--- src/rtl/xmem_pkg.sv ---
package xmem_pkg;

  typedef enum logic [1:0] {
    MODE_ONCHIP      = 2'b00,
    MODE_SPLIT_LATCH = 2'b01,
    MODE_SPLIT_PAGE  = 2'b10,
    MODE_OFFCHIP     = 2'b11
  } route_mode_e;

  typedef struct packed {
    logic [2:0]  rsvd;
    logic        demux;
    route_mode_e mode;
    logic [1:0]  ale_w;
  } mode_reg_t;

  localparam logic [7:0] MODE_REG_RESET = 8'h03;

  localparam logic [1:0] SEL_MODE  = 2'd0;
  localparam logic [1:0] SEL_PAGE  = 2'd1;
  localparam logic [1:0] SEL_LATCH = 2'd2;

  typedef enum logic [2:0] {
    ST_IDLE,
    ST_RAM,
    ST_RAM_CAP,
    ST_ALE_HI,
    ST_ALE_LO,
    ST_STROBE
  } seq_state_e;

endpackage

--- src/rtl/xmem_rst_sync.sv ---
module xmem_rst_sync #(
  parameter int STAGES = 2
) (
  input  logic clk,
  input  logic rst_n,
  output logic rst_n_sync
);
  logic [STAGES-1:0] sync_q;

  always_ff @(posedge clk or negedge rst_n) begin
    if (!rst_n) sync_q <= '0;
    else        sync_q <= {sync_q[STAGES-2:0], 1'b1};
  end

  assign rst_n_sync = sync_q[STAGES-1];
endmodule

--- src/rtl/xmem_cfg_regs.sv ---
module xmem_cfg_regs
  import xmem_pkg::*;
#(
  parameter int HI_W = 8
) (
  input  logic            clk,
  input  logic            rst_n,
  input  logic            reg_wr,
  input  logic [1:0]      reg_sel,
  input  logic [7:0]      reg_wdata,
  output logic [7:0]      reg_rdata,
  output mode_reg_t       mode_q,
  output logic [HI_W-1:0] page_q,
  output logic [HI_W-1:0] latch_q
);
  mode_reg_t       mode_d;
  logic [HI_W-1:0] page_d, latch_d;
  logic            mode_en, page_en, latch_en;

  assign mode_en  = reg_wr && (reg_sel == SEL_MODE);
  assign page_en  = reg_wr && (reg_sel == SEL_PAGE);
  assign latch_en = reg_wr && (reg_sel == SEL_LATCH);

  always_comb begin
    mode_d  = mode_q;
    page_d  = page_q;
    latch_d = latch_q;
    if (mode_en) begin
      mode_d       = mode_reg_t'(reg_wdata);
      mode_d.rsvd  = 3'b000;
    end
    if (page_en)  page_d  = reg_wdata[HI_W-1:0];
    if (latch_en) latch_d = reg_wdata[HI_W-1:0];
  end

  always_ff @(posedge clk or negedge rst_n) begin
    if (!rst_n) begin
      mode_q  <= mode_reg_t'(MODE_REG_RESET);
      page_q  <= '0;
      latch_q <= '0;
    end else begin
      mode_q  <= mode_d;
      page_q  <= page_d;
      latch_q <= latch_d;
    end
  end

  always_comb begin
    unique case (reg_sel)
      SEL_MODE:  reg_rdata = mode_q;
      SEL_PAGE:  reg_rdata = 8'(page_q);
      SEL_LATCH: reg_rdata = 8'(latch_q);
      default:   reg_rdata = 8'h00;
    endcase
  end

  assert_mode_write_R2: assert property (@(posedge clk) disable iff (!rst_n)
    mode_en |=> (mode_q == {3'b000, $past(reg_wdata[4:0])}));

  assert_page_hold_R11: assert property (@(posedge clk) disable iff (!rst_n)
    !page_en |=> $stable(page_q));
endmodule

--- src/rtl/xmem_addr_decode.sv ---
module xmem_addr_decode
  import xmem_pkg::*;
#(
  parameter int ADDR_W    = 16,
  parameter int RAM_BYTES = 1024
) (
  input  route_mode_e              mode,
  input  logic                     short_addr,
  input  logic [ADDR_W-1:0]        cpu_addr,
  input  logic [ADDR_W-9:0]        page,
  input  logic [ADDR_W-9:0]        latch,
  output logic [ADDR_W-1:0]        eff_addr,
  output logic                     offchip
);
  localparam int HI_W = ADDR_W - 8;
  localparam logic [ADDR_W-1:0] SPLIT_AT = ADDR_W'(RAM_BYTES);

  logic [HI_W-1:0] hi_src;

  always_comb begin
    unique case (mode)
      MODE_ONCHIP, MODE_SPLIT_PAGE: hi_src = page;
      default:                      hi_src = latch;
    endcase
  end

  assign eff_addr = short_addr ? {hi_src, cpu_addr[7:0]} : cpu_addr;

  always_comb begin
    unique case (mode)
      MODE_ONCHIP:  offchip = 1'b0;
      MODE_OFFCHIP: offchip = 1'b1;
      default:      offchip = (eff_addr >= SPLIT_AT);
    endcase
  end
endmodule

--- src/rtl/xmem_bus_seq.sv ---
module xmem_bus_seq
  import xmem_pkg::*;
#(
  parameter int ADDR_W = 16,
  parameter int DATA_W = 8,
  parameter int RAM_AW = 10
) (
  input  logic              clk,
  input  logic              rst_n,
  input  logic              cpu_req,
  input  logic              cpu_we,
  input  logic [DATA_W-1:0] cpu_wdata,
  input  logic [ADDR_W-1:0] eff_addr,
  input  logic              offchip,
  input  logic              cfg_demux,
  input  logic [1:0]        cfg_ale_w,
  output logic              cpu_ready,
  output logic [DATA_W-1:0] cpu_rdata,
  output logic              ram_en,
  output logic              ram_we,
  output logic [RAM_AW-1:0] ram_addr,
  output logic [DATA_W-1:0] ram_wdata,
  input  logic [DATA_W-1:0] ram_rdata,
  output logic [ADDR_W-9:0] ext_addr_hi,
  output logic [7:0]        ext_addr_lo,
  output logic [DATA_W-1:0] ext_ad_out,
  output logic              ext_ad_oe,
  input  logic [DATA_W-1:0] ext_ad_in,
  output logic              ext_ale,
  output logic              ext_rd_n,
  output logic              ext_wr_n
);
  seq_state_e        state_q, state_d;
  logic [ADDR_W-1:0] addr_q;
  logic              we_q, demux_q;
  logic [DATA_W-1:0] wdata_q, rdata_q, rdata_d;
  logic [1:0]        width_q, cnt_q, cnt_d;
  logic              accept, load_req, rdata_en;
  logic              in_ale, in_strobe, in_ext;

  assign accept   = cpu_req && (state_q == ST_IDLE);
  assign load_req = accept;

  always_comb begin
    state_d  = state_q;
    cnt_d    = cnt_q;
    rdata_d  = rdata_q;
    rdata_en = 1'b0;
    unique case (state_q)
      ST_IDLE: begin
        if (accept) begin
          cnt_d = cfg_ale_w;
          if (!offchip)      state_d = ST_RAM;
          else if (cfg_demux) state_d = ST_STROBE;
          else               state_d = ST_ALE_HI;
        end
      end
      ST_RAM:     state_d = ST_RAM_CAP;
      ST_RAM_CAP: begin
        rdata_en = !we_q;
        rdata_d  = ram_rdata;
        state_d  = ST_IDLE;
      end
      ST_ALE_HI: begin
        if (cnt_q == 2'd0) begin
          cnt_d   = width_q;
          state_d = ST_ALE_LO;
        end else begin
          cnt_d = cnt_q - 2'd1;
        end
      end
      ST_ALE_LO: begin
        if (cnt_q == 2'd0) state_d = ST_STROBE;
        else               cnt_d   = cnt_q - 2'd1;
      end
      ST_STROBE: begin
        rdata_en = !we_q;
        rdata_d  = ext_ad_in;
        state_d  = ST_IDLE;
      end
      default: state_d = ST_IDLE;
    endcase
  end

  always_ff @(posedge clk or negedge rst_n) begin
    if (!rst_n) begin
      state_q <= ST_IDLE;
      cnt_q   <= '0;
      rdata_q <= '0;
      addr_q  <= '0;
      we_q    <= 1'b0;
      wdata_q <= '0;
      demux_q <= 1'b0;
      width_q <= '0;
    end else begin
      state_q <= state_d;
      cnt_q   <= cnt_d;
      if (rdata_en) rdata_q <= rdata_d;
      if (load_req) begin
        addr_q  <= eff_addr;
        we_q    <= cpu_we;
        wdata_q <= cpu_wdata;
        demux_q <= cfg_demux;
        width_q <= cfg_ale_w;
      end
    end
  end

  assign in_ale    = (state_q == ST_ALE_HI) || (state_q == ST_ALE_LO);
  assign in_strobe = (state_q == ST_STROBE);
  assign in_ext    = in_ale || in_strobe;

  assign cpu_ready = (state_q == ST_IDLE);
  assign cpu_rdata = rdata_q;

  assign ram_en    = (state_q == ST_RAM);
  assign ram_we    = ram_en && we_q;
  assign ram_addr  = addr_q[RAM_AW-1:0];
  assign ram_wdata = wdata_q;

  assign ext_ale     = (state_q == ST_ALE_HI);
  assign ext_rd_n    = !(in_strobe && !we_q);
  assign ext_wr_n    = !(in_strobe && we_q);
  assign ext_addr_hi = in_ext ? addr_q[ADDR_W-1:8] : '0;
  assign ext_addr_lo = (in_strobe && demux_q) ? addr_q[7:0] : 8'h00;

  always_comb begin
    ext_ad_out = '0;
    ext_ad_oe  = 1'b0;
    if (in_ale) begin
      ext_ad_out = DATA_W'(addr_q[7:0]);
      ext_ad_oe  = 1'b1;
    end else if (in_strobe && we_q) begin
      ext_ad_out = wdata_q;
      ext_ad_oe  = 1'b1;
    end
  end

  // checker state: length of the current ALE high run
  logic [2:0] ale_run_q;
  always_ff @(posedge clk or negedge rst_n) begin
    if (!rst_n)       ale_run_q <= '0;
    else if (ext_ale) ale_run_q <= ale_run_q + 3'd1;
    else              ale_run_q <= '0;
  end

  assert_ale_width_R7: assert property (@(posedge clk) disable iff (!rst_n)
    $fell(ext_ale) |-> (ale_run_q == ({1'b0, width_q} + 3'd1)));

  assert_one_target_R7: assert property (@(posedge clk) disable iff (!rst_n)
    $onehot0({!ext_rd_n, !ext_wr_n, ext_ale, ram_en}));

  assert_demux_strobe_R8: assert property (@(posedge clk) disable iff (!rst_n)
    (accept && offchip && cfg_demux) |=> (!ext_rd_n || !ext_wr_n));

  assert_offchip_no_ram_R6: assert property (@(posedge clk) disable iff (!rst_n)
    (accept && offchip) |=> !ram_en);

  assert_busy_after_accept_R9: assert property (@(posedge clk) disable iff (!rst_n)
    accept |=> !cpu_ready);

  assert_addr_held_R12: assert property (@(posedge clk) disable iff (!rst_n)
    (!cpu_ready && !$rose(ext_ale) && in_ext) |-> $stable(ext_addr_hi) || $past(cpu_ready));
endmodule

--- src/rtl/xmem_router.sv ---
module xmem_router
  import xmem_pkg::*;
#(
  parameter int ADDR_W    = 16,
  parameter int DATA_W    = 8,
  parameter int RAM_BYTES = 1024
) (
  input  logic                clk,
  input  logic                rst_n,
  input  logic                reg_wr,
  input  logic [1:0]          reg_sel,
  input  logic [7:0]          reg_wdata,
  output logic [7:0]          reg_rdata,
  input  logic                cpu_req,
  input  logic [ADDR_W-1:0]   cpu_addr,
  input  logic                cpu_short,
  input  logic                cpu_we,
  input  logic [DATA_W-1:0]   cpu_wdata,
  output logic [DATA_W-1:0]   cpu_rdata,
  output logic                cpu_ready,
  output logic                ram_en,
  output logic                ram_we,
  output logic [$clog2(RAM_BYTES)-1:0] ram_addr,
  output logic [DATA_W-1:0]   ram_wdata,
  input  logic [DATA_W-1:0]   ram_rdata,
  output logic [ADDR_W-9:0]   ext_addr_hi,
  output logic [7:0]          ext_addr_lo,
  output logic [DATA_W-1:0]   ext_ad_out,
  output logic                ext_ad_oe,
  input  logic [DATA_W-1:0]   ext_ad_in,
  output logic                ext_ale,
  output logic                ext_rd_n,
  output logic                ext_wr_n
);
  localparam int RAM_AW = $clog2(RAM_BYTES);
  localparam int HI_W   = ADDR_W - 8;

  logic              rst_n_sync;
  mode_reg_t         mode_q;
  logic [HI_W-1:0]   page_q, latch_q;
  logic [ADDR_W-1:0] eff_addr;
  logic              offchip;

  xmem_rst_sync #(.STAGES(2)) u_rst (
    .clk        (clk),
    .rst_n      (rst_n),
    .rst_n_sync (rst_n_sync)
  );

  xmem_cfg_regs #(.HI_W(HI_W)) u_regs (
    .clk       (clk),
    .rst_n     (rst_n_sync),
    .reg_wr    (reg_wr),
    .reg_sel   (reg_sel),
    .reg_wdata (reg_wdata),
    .reg_rdata (reg_rdata),
    .mode_q    (mode_q),
    .page_q    (page_q),
    .latch_q   (latch_q)
  );

  xmem_addr_decode #(.ADDR_W(ADDR_W), .RAM_BYTES(RAM_BYTES)) u_dec (
    .mode       (mode_q.mode),
    .short_addr (cpu_short),
    .cpu_addr   (cpu_addr),
    .page       (page_q),
    .latch      (latch_q),
    .eff_addr   (eff_addr),
    .offchip    (offchip)
  );

  xmem_bus_seq #(.ADDR_W(ADDR_W), .DATA_W(DATA_W), .RAM_AW(RAM_AW)) u_seq (
    .clk         (clk),
    .rst_n       (rst_n_sync),
    .cpu_req     (cpu_req),
    .cpu_we      (cpu_we),
    .cpu_wdata   (cpu_wdata),
    .eff_addr    (eff_addr),
    .offchip     (offchip),
    .cfg_demux   (mode_q.demux),
    .cfg_ale_w   (mode_q.ale_w),
    .cpu_ready   (cpu_ready),
    .cpu_rdata   (cpu_rdata),
    .ram_en      (ram_en),
    .ram_we      (ram_we),
    .ram_addr    (ram_addr),
    .ram_wdata   (ram_wdata),
    .ram_rdata   (ram_rdata),
    .ext_addr_hi (ext_addr_hi),
    .ext_addr_lo (ext_addr_lo),
    .ext_ad_out  (ext_ad_out),
    .ext_ad_oe   (ext_ad_oe),
    .ext_ad_in   (ext_ad_in),
    .ext_ale     (ext_ale),
    .ext_rd_n    (ext_rd_n),
    .ext_wr_n    (ext_wr_n)
  );

  assert_internal_only_R3: assert property (@(posedge clk) disable iff (!rst_n_sync)
    (cpu_req && cpu_ready && mode_q.mode == MODE_ONCHIP) |=> ram_en);
endmodule

--- config.mk ---
export PLATFORM = sky130hd
export DESIGN_NAME = xmem_router
export DESIGN_NICKNAME = d
export VERILOG_FILES = /design/src/rtl/xmem_pkg.sv /design/src/rtl/xmem_rst_sync.sv /design/src/rtl/xmem_cfg_regs.sv /design/src/rtl/xmem_addr_decode.sv /design/src/rtl/xmem_bus_seq.sv /design/src/rtl/xmem_router.sv
export SDC_FILE = /design/constraint.sdc
export NUM_CORES = 1
export LEC_CHECK = 0
export ABC_AREA = 1
export BUFFER_PORTS_ARGS = -buffer_cell sky130_fd_sc_hd__buf_4
export CAP_MARGIN = 20
export CORE_MARGIN = 1
export CORE_UTILIZATION = 44
export CTS_CLUSTER_SIZE = 24
export DETAILED_ROUTE_END_ITERATION = 8
export PLACE_DENSITY = 0.79
export SLEW_MARGIN = 0
export SYNTH_ARGS = -nofsm -noshare
export SYNTH_HDL_FRONTEND = slang
export SYNTH_SLANG_ARGS = --single-unit
--- constraint.sdc ---
create_clock -name clk -period 2 [get_ports clk]
set_input_delay 0.6 -clock clk [delete_from_list [all_inputs] [get_ports clk]]
set_output_delay 0.6 -clock clk [all_outputs]
set_load 0.03 [all_outputs]
# Yosys cells after proc, flatten, opt, wreduce, memory -nomap -nowiden
# Cells that the tools add are included.
# word_totals
out_inout_bits	65
rom_bits	0
ramBits	0
register_bits	64
mem_count	0
latchBits	0
in_bits	56
# classes
addsub	1
magnitude_cmp	1
reduce_logical	24
n_mux	22
n_mul	0
eq_ne	13
n_div	0
shift	0
n_bitwise	0
# ops
op	count
8-bit 2-to-1 mux	5
8-bit case mux with 3 select lines	1
16-bit by 11-bit greater-or-equal comparator with 1-bit output, second input constant	1
16-bit 2-to-1 mux	1
8-bit case mux with 2 select lines	1
3-bit 2-to-1 mux	5
3-bit case mux with 4 select lines	1
1-bit logical AND	8
2-bit == test, second input constant	3
3-bit by 2-bit == test with 1-bit output, second input constant	2
3-bit == test, second input constant	2
2-bit logical NOT	3
2-bit 2-to-1 mux	3
2-bit by 1-bit inequality test with 1-bit output, second input constant	3
2-bit case mux with 3 select lines	1
3-bit AND reduction	2
2-bit OR reduction	2
3-bit by 1-bit == test with 1-bit output, second input constant	1
1-bit logical NOT	3
3-bit logical NOT	1
1-bit 2-to-1 mux	3
3-bit nonzero test	1
2-bit by 1-bit == test with 1-bit output, second input constant	1
1-bit logical OR	2
5 further kinds	5

# Longest topological paths before layout
# depth
ltp_word	9
depth_mapped	14
mapped_depth_nobuf	14

# Modules after synthesis
# Synthesis repeated with hierarchy kept, for this count alone.
# unflattened
hier_cells	507
area_unflattened_um2	3724.8
# modules_own_cells
module	cells_per_inst	seq_area_each_um2	area_each_um2	n_inst
xmem_bus_seq	301	1026.0	2264.7	1
xmem_cfg_regs	134	528.0	1047.3	1
xmem_addr_decode	69	0.0	359.1	1
xmem_rst_sync	3	50.0	53.8	1

# Worst setup path before layout
# Ideal clock, no wire load.
# synth_path
path_type	register to output
start	register u_seq.state_q[2]
end	output port ext_ad_out[0]
required_ps	1400
arrival_ps	1809
n_path_buf	0
stages_incl_launch_ff	8
path_slack_ps	-409
cell_sequence	dfrtp_1 -> nor3_4 -> inv_2 -> nand2_2 -> inv_2 -> nand2_4 -> o21ai_1 -> a21oi_1
# synth_between
elab_cells_between_ends	7
classes_between	eq/ne (3); mux (2); reduce/logical (2)
# synth_lines
element	line	text
from (decl)	xmem_bus_seq.sv:33	seq_state_e state_q, state_d;
from (signal assigned)	xmem_bus_seq.sv:96	state_q <= state_d;
3-bit by 2-bit == test with 1-bit output	-	
net ext_ale	xmem_router.sv:31	output logic ext_ale,
1-bit logical OR	xmem_bus_seq.sv:109	assign in_ale = (state_q == ST_ALE_HI) || (state_q == ST_ALE_LO);
8-bit 2-to-1 mux	xmem_bus_seq.sv:130	if (in_ale) begin
to (decl)	xmem_router.sv:28	output logic [DATA_W-1:0] ext_ad_out,
# The timed path passes the listed nets, and every way through them passes these cells.

# Worst setup path after layout
# layout_path
start	register u_seq.state_q[0]
end	output port ext_ad_out[3]
# layout_between
elab_chain_len	4
elab_cells_between_ends	7
classes_between	eq/ne (3); mux (2); reduce/logical (2)
# layout_rtl
element	line	text
3-bit == test	xmem_bus_seq.sv:110	assign in_strobe = (state_q == ST_STROBE);
1-bit logical AND	xmem_bus_seq.sv:133	end else if (in_strobe && we_q) begin
8-bit 2-to-1 mux	xmem_bus_seq.sv:133	
8-bit 2-to-1 mux *	xmem_bus_seq.sv:130	
# Mark *: on every way between the ends. The rest lies on a longest branch, timed or not.

==> metrics.md <==
| Metric | Value |
|---|---|
| Vias in the first global route | 3,192 |
| Clock tree from TritonCTS | done |
| Worst path top cell family by delay | buffers and inverters |
| Max Freq | 0.426 GHz |
| Synthesized flop and latch total | 64 |
| GPL Wtd Cong | 0.846 |
| Main flop type after synthesis | dfrtp_1 |
| R2R cell count | 11 |
| Peak supply drop | 0.000591 V |
| CTS Root Cell | clkbuf_8 |
| GR met2 Demand/Resource | 39.4% |
| Synthesis-to-finish area growth | 49.1% |
| Hold buffers post-CTS | 0 |
| Core area | 7330 um2 |
| Fin crit period | 2350 ps |
| Flop pwr share | 29.4% |
| Clock power share | 13.4% |
| Reg2Reg Capture Point | u_seq.state_q[1] |
| Wire length per cell | 14.1 um |
| Seq/Total Area, Yosys | 47.4% |
| Synth Instances | 428 |
| NetSw | 0.00338 W |
| Met3 GRT Util | 3.72% |
| Reg-to-reg slack, setup | 220 ps |
| WP depth | 9 |
| Die Y | 89.7 um |
| Final worst setup slack | -347 ps |
| Max-slew violations | 0 |
| Iteration count of the initial detailed-routing pass | 5 |
| Max-cap violations | 0 |
| Static leakage | 2.55 nW |
| First-pass GRT wire length | 14,900 um |
| Drc violations | 0 |
| CP Class | reg2out |
| Num CTS Buffers | 9 |
| CP Max Fanout | 16 |
| Via density | 5.06 |
| I/O Buffers | 120 |
| Worst skew pair latency | 340 ps |
| Layer with the highest usage | met2 |
| Post-DRT Antenna Nets | 0 |
| Sink Count | 64 |
| Total track usage | 23.1% |
| Largest net degree at the start of global routing | 44 |
| Worst Setup SP | u_seq.state_q[0] |
| Reg2reg start | u_regs.mode_q[3] |
| EDFF count, synth | 0 |
| Hold WC Path Type | in2async |
| Total Routed Length | 9570 um |
| Required time of the worst setup path | 1400 ps |
| Async set-reset flop share out of synthesis | 100% |
| Buf+Inv Stages, Crit Path | 4 |
| CP Data Arrival Time | 1750 ps |
| HPWL Detailed | 6490 um |
| Antenna cells | 0 |
| FP Rows | 31 |
| Final period util | 117% |
| DP Worst Slack | -47.6 ps |
| CP max stage delay | 420 ps |
| Hold Vio Cnt, Final | 0 |
| CP dominant cell by count | inv_2 |
| Syn avg cell area | 7.91 um2 |
| Comb power frac | 57.2% |
| DRT iter0 DRCs | 170 |
| Setup Total Neg Slack | -7650 ps |
| Crit-path cells | nor2_2 -> inv_2 -> nor2_4 -> inv_2 -> nand2_4 -> buf_12 -> o21ai_1 -> a21oi_2 -> buf_6 |
| Synthesized net count | 488 |
| Critical path endpoint | ext_ad_out[3] |
| Die width | 89.7 um |
| Antenna violations before repair | 0 |
| RSZ-0062 raised after global routing | true |
| GR Overflow Total | 0 |
| PwrDens | 1450 nW/um2 |
| CTS max path bufs | 2 |
| Slowest CP cell | dfrtp_1 |
| Vias | 3,428 |
| Outcome | finished, violations left |
| Critical Path Sink Type | output pin |
| Initial Util | 46.2% |
| Layout cells sized above 1 | 41.0% |
| Global routing usage on met1 | 28.9% |
| H-Tree Level Count | 3 |
| Switch share | 46.2% |
| # nets final | 633 |
| I/O pins | 121 |
| YS warnings | 0 |
| Setup Viol. Count Final | 26 |
| Die footprint | 8050 um2 |
| CP startpoint kind | register |
| Synthesized area | 3380 um2 |
| Failing checks | setup timing |
| Clock slew at reported path FFs | 70 ps |
| Power Internal | 0.00394 W |
| Worst clock skew | 14.0 ps |
| Netlist cell types | 34 |
==> cell usage after synthesis (all sizes together) (4+ instances only) <==
| cell type | instances | area share, % |
|---|---|---|
| nand2 | 146 | 17 |
| dfrtp | 62 | 46 |
| inv | 56 | 6.2 |
| o21ai | 52 | 8.2 |
| nor2 | 32 | 4.4 |
| buf | 20 | 4.7 |
| a21oi | 13 | 2.1 |
| nand3 | 10 | 1.5 |
| a31oi | 8 | 1.8 |
| o211ai | 5 | 1.1 |
| or2 | 5 | 0.92 |
| ha | 4 | 1.5 |
==> per-stage QoR <==
stage	cells	util, %	total power [W]	cell area, um2	hold slack [ps]
finish	677	68.9	0.00732	5050	36.8
global route	677	68.9	0.00774	5050	24.5
CTS	668	66.9	0.00708	4910	23.9
detailed placement	643	61.2	0.00578	4480	220
global placement	643	61.2	0.00571	4480	222
floorplan	428	-	0.00463	3450	304
==> power by group through the flow <==
stage / logic (W) / clock network [W] / registers, W
floorplan: 0.00229 / 0 / 0.00235
global placement: 0.00360 / 0 / 0.00211
detailed placement: 0.00366 / 0 / 0.00213
CTS: 0.00395 / 0.00100 / 0.00212
global route: 0.00448 / 0.00106 / 0.00220
finish: 0.00419 / 0.000980 / 0.00215
==> cells by family after synthesis <==
logic type	count (synthesis)	synth area share (%)
flops	64	47.4
simple gates	194	24.0
other cells	1	0.111
compound gates	87	15.9
fa+ha+maj	4	1.48
buf+inv	78	11.1
==> sequential cells by signal (all words and copies together), names as in the netlist <==
register / count
u_rst.sync_q: 2
u_seq.width_q: 2
u_regs.page_q: 8
u_seq.cnt_q: 2
u_regs.latch_q: 8
u_seq.we_q: 1
u_seq.demux_q: 1
u_seq.addr_q: 16
u_seq.ram_wdata: 8
u_seq.cpu_rdata: 8
u_regs.mode_q: 5
u_seq.state_q: 3
==> worst min-delay path by stage <==
stage,from,endpoint,slack (ps),cells after the start
after floorplan,rst_n,u_rst.sync_q[0],300,0
after global placement,u_rst.sync_q[1],u_regs.page_q[1],220,0
after detailed placement,u_rst.sync_q[1],u_regs.latch_q[1],220,0
after CTS,rst_n,u_rst.sync_q[1],20,1
after global routing,rst_n,u_rst.sync_q[1],20,1
final,rst_n,u_rst.sync_q[1],40,1
==> worst register-to-register path, stage by stage, from the launching register on <==
cell     delay (ps)
dfrtp_1         430
inv_1            70
ha_1            190
nor2_1          280
o21ai_0         130
o21ai_1         190
nor2_1           60
nand2_1          80
nand3_1         110
nand2_1          80
nand2_1          50
nand2_1          60
==> layout by cell type (no fill, tap or decap), types with 11 or more instances in the layout <==
master    count
buf_4       117
buf_6        35
clkbuf_8     11
dfrtp_1      60
inv_1        35
inv_2        19
nand2_1     137
nor2_1       17
nor2_4       13
o21ai_0      27
o21ai_1      20
==> per-layer routing <==
metal	wire length, um	share of wire [%]
met5	0	0
met4	232	2.4
met3	665	6.9
met2	4730	49
met1	3940	41
==> layout make-up <==
type	instances	area, um2
tap	99	124
multi-input combinational	287	1600
clock buffer	15	166
fill	585	2280
sequential	64	1610
timing repair buffer	155	1330
clock inverter	1	5.00
inverter	56	218
==> timing repair <==
item	in CTS	in global routing
cloned	1	0
pin swaps	5	5
setup endpoints to repair	33	37
gates resized for setup	52	22
setup buffers	9	11
Power figures use the tool's default switching activity.
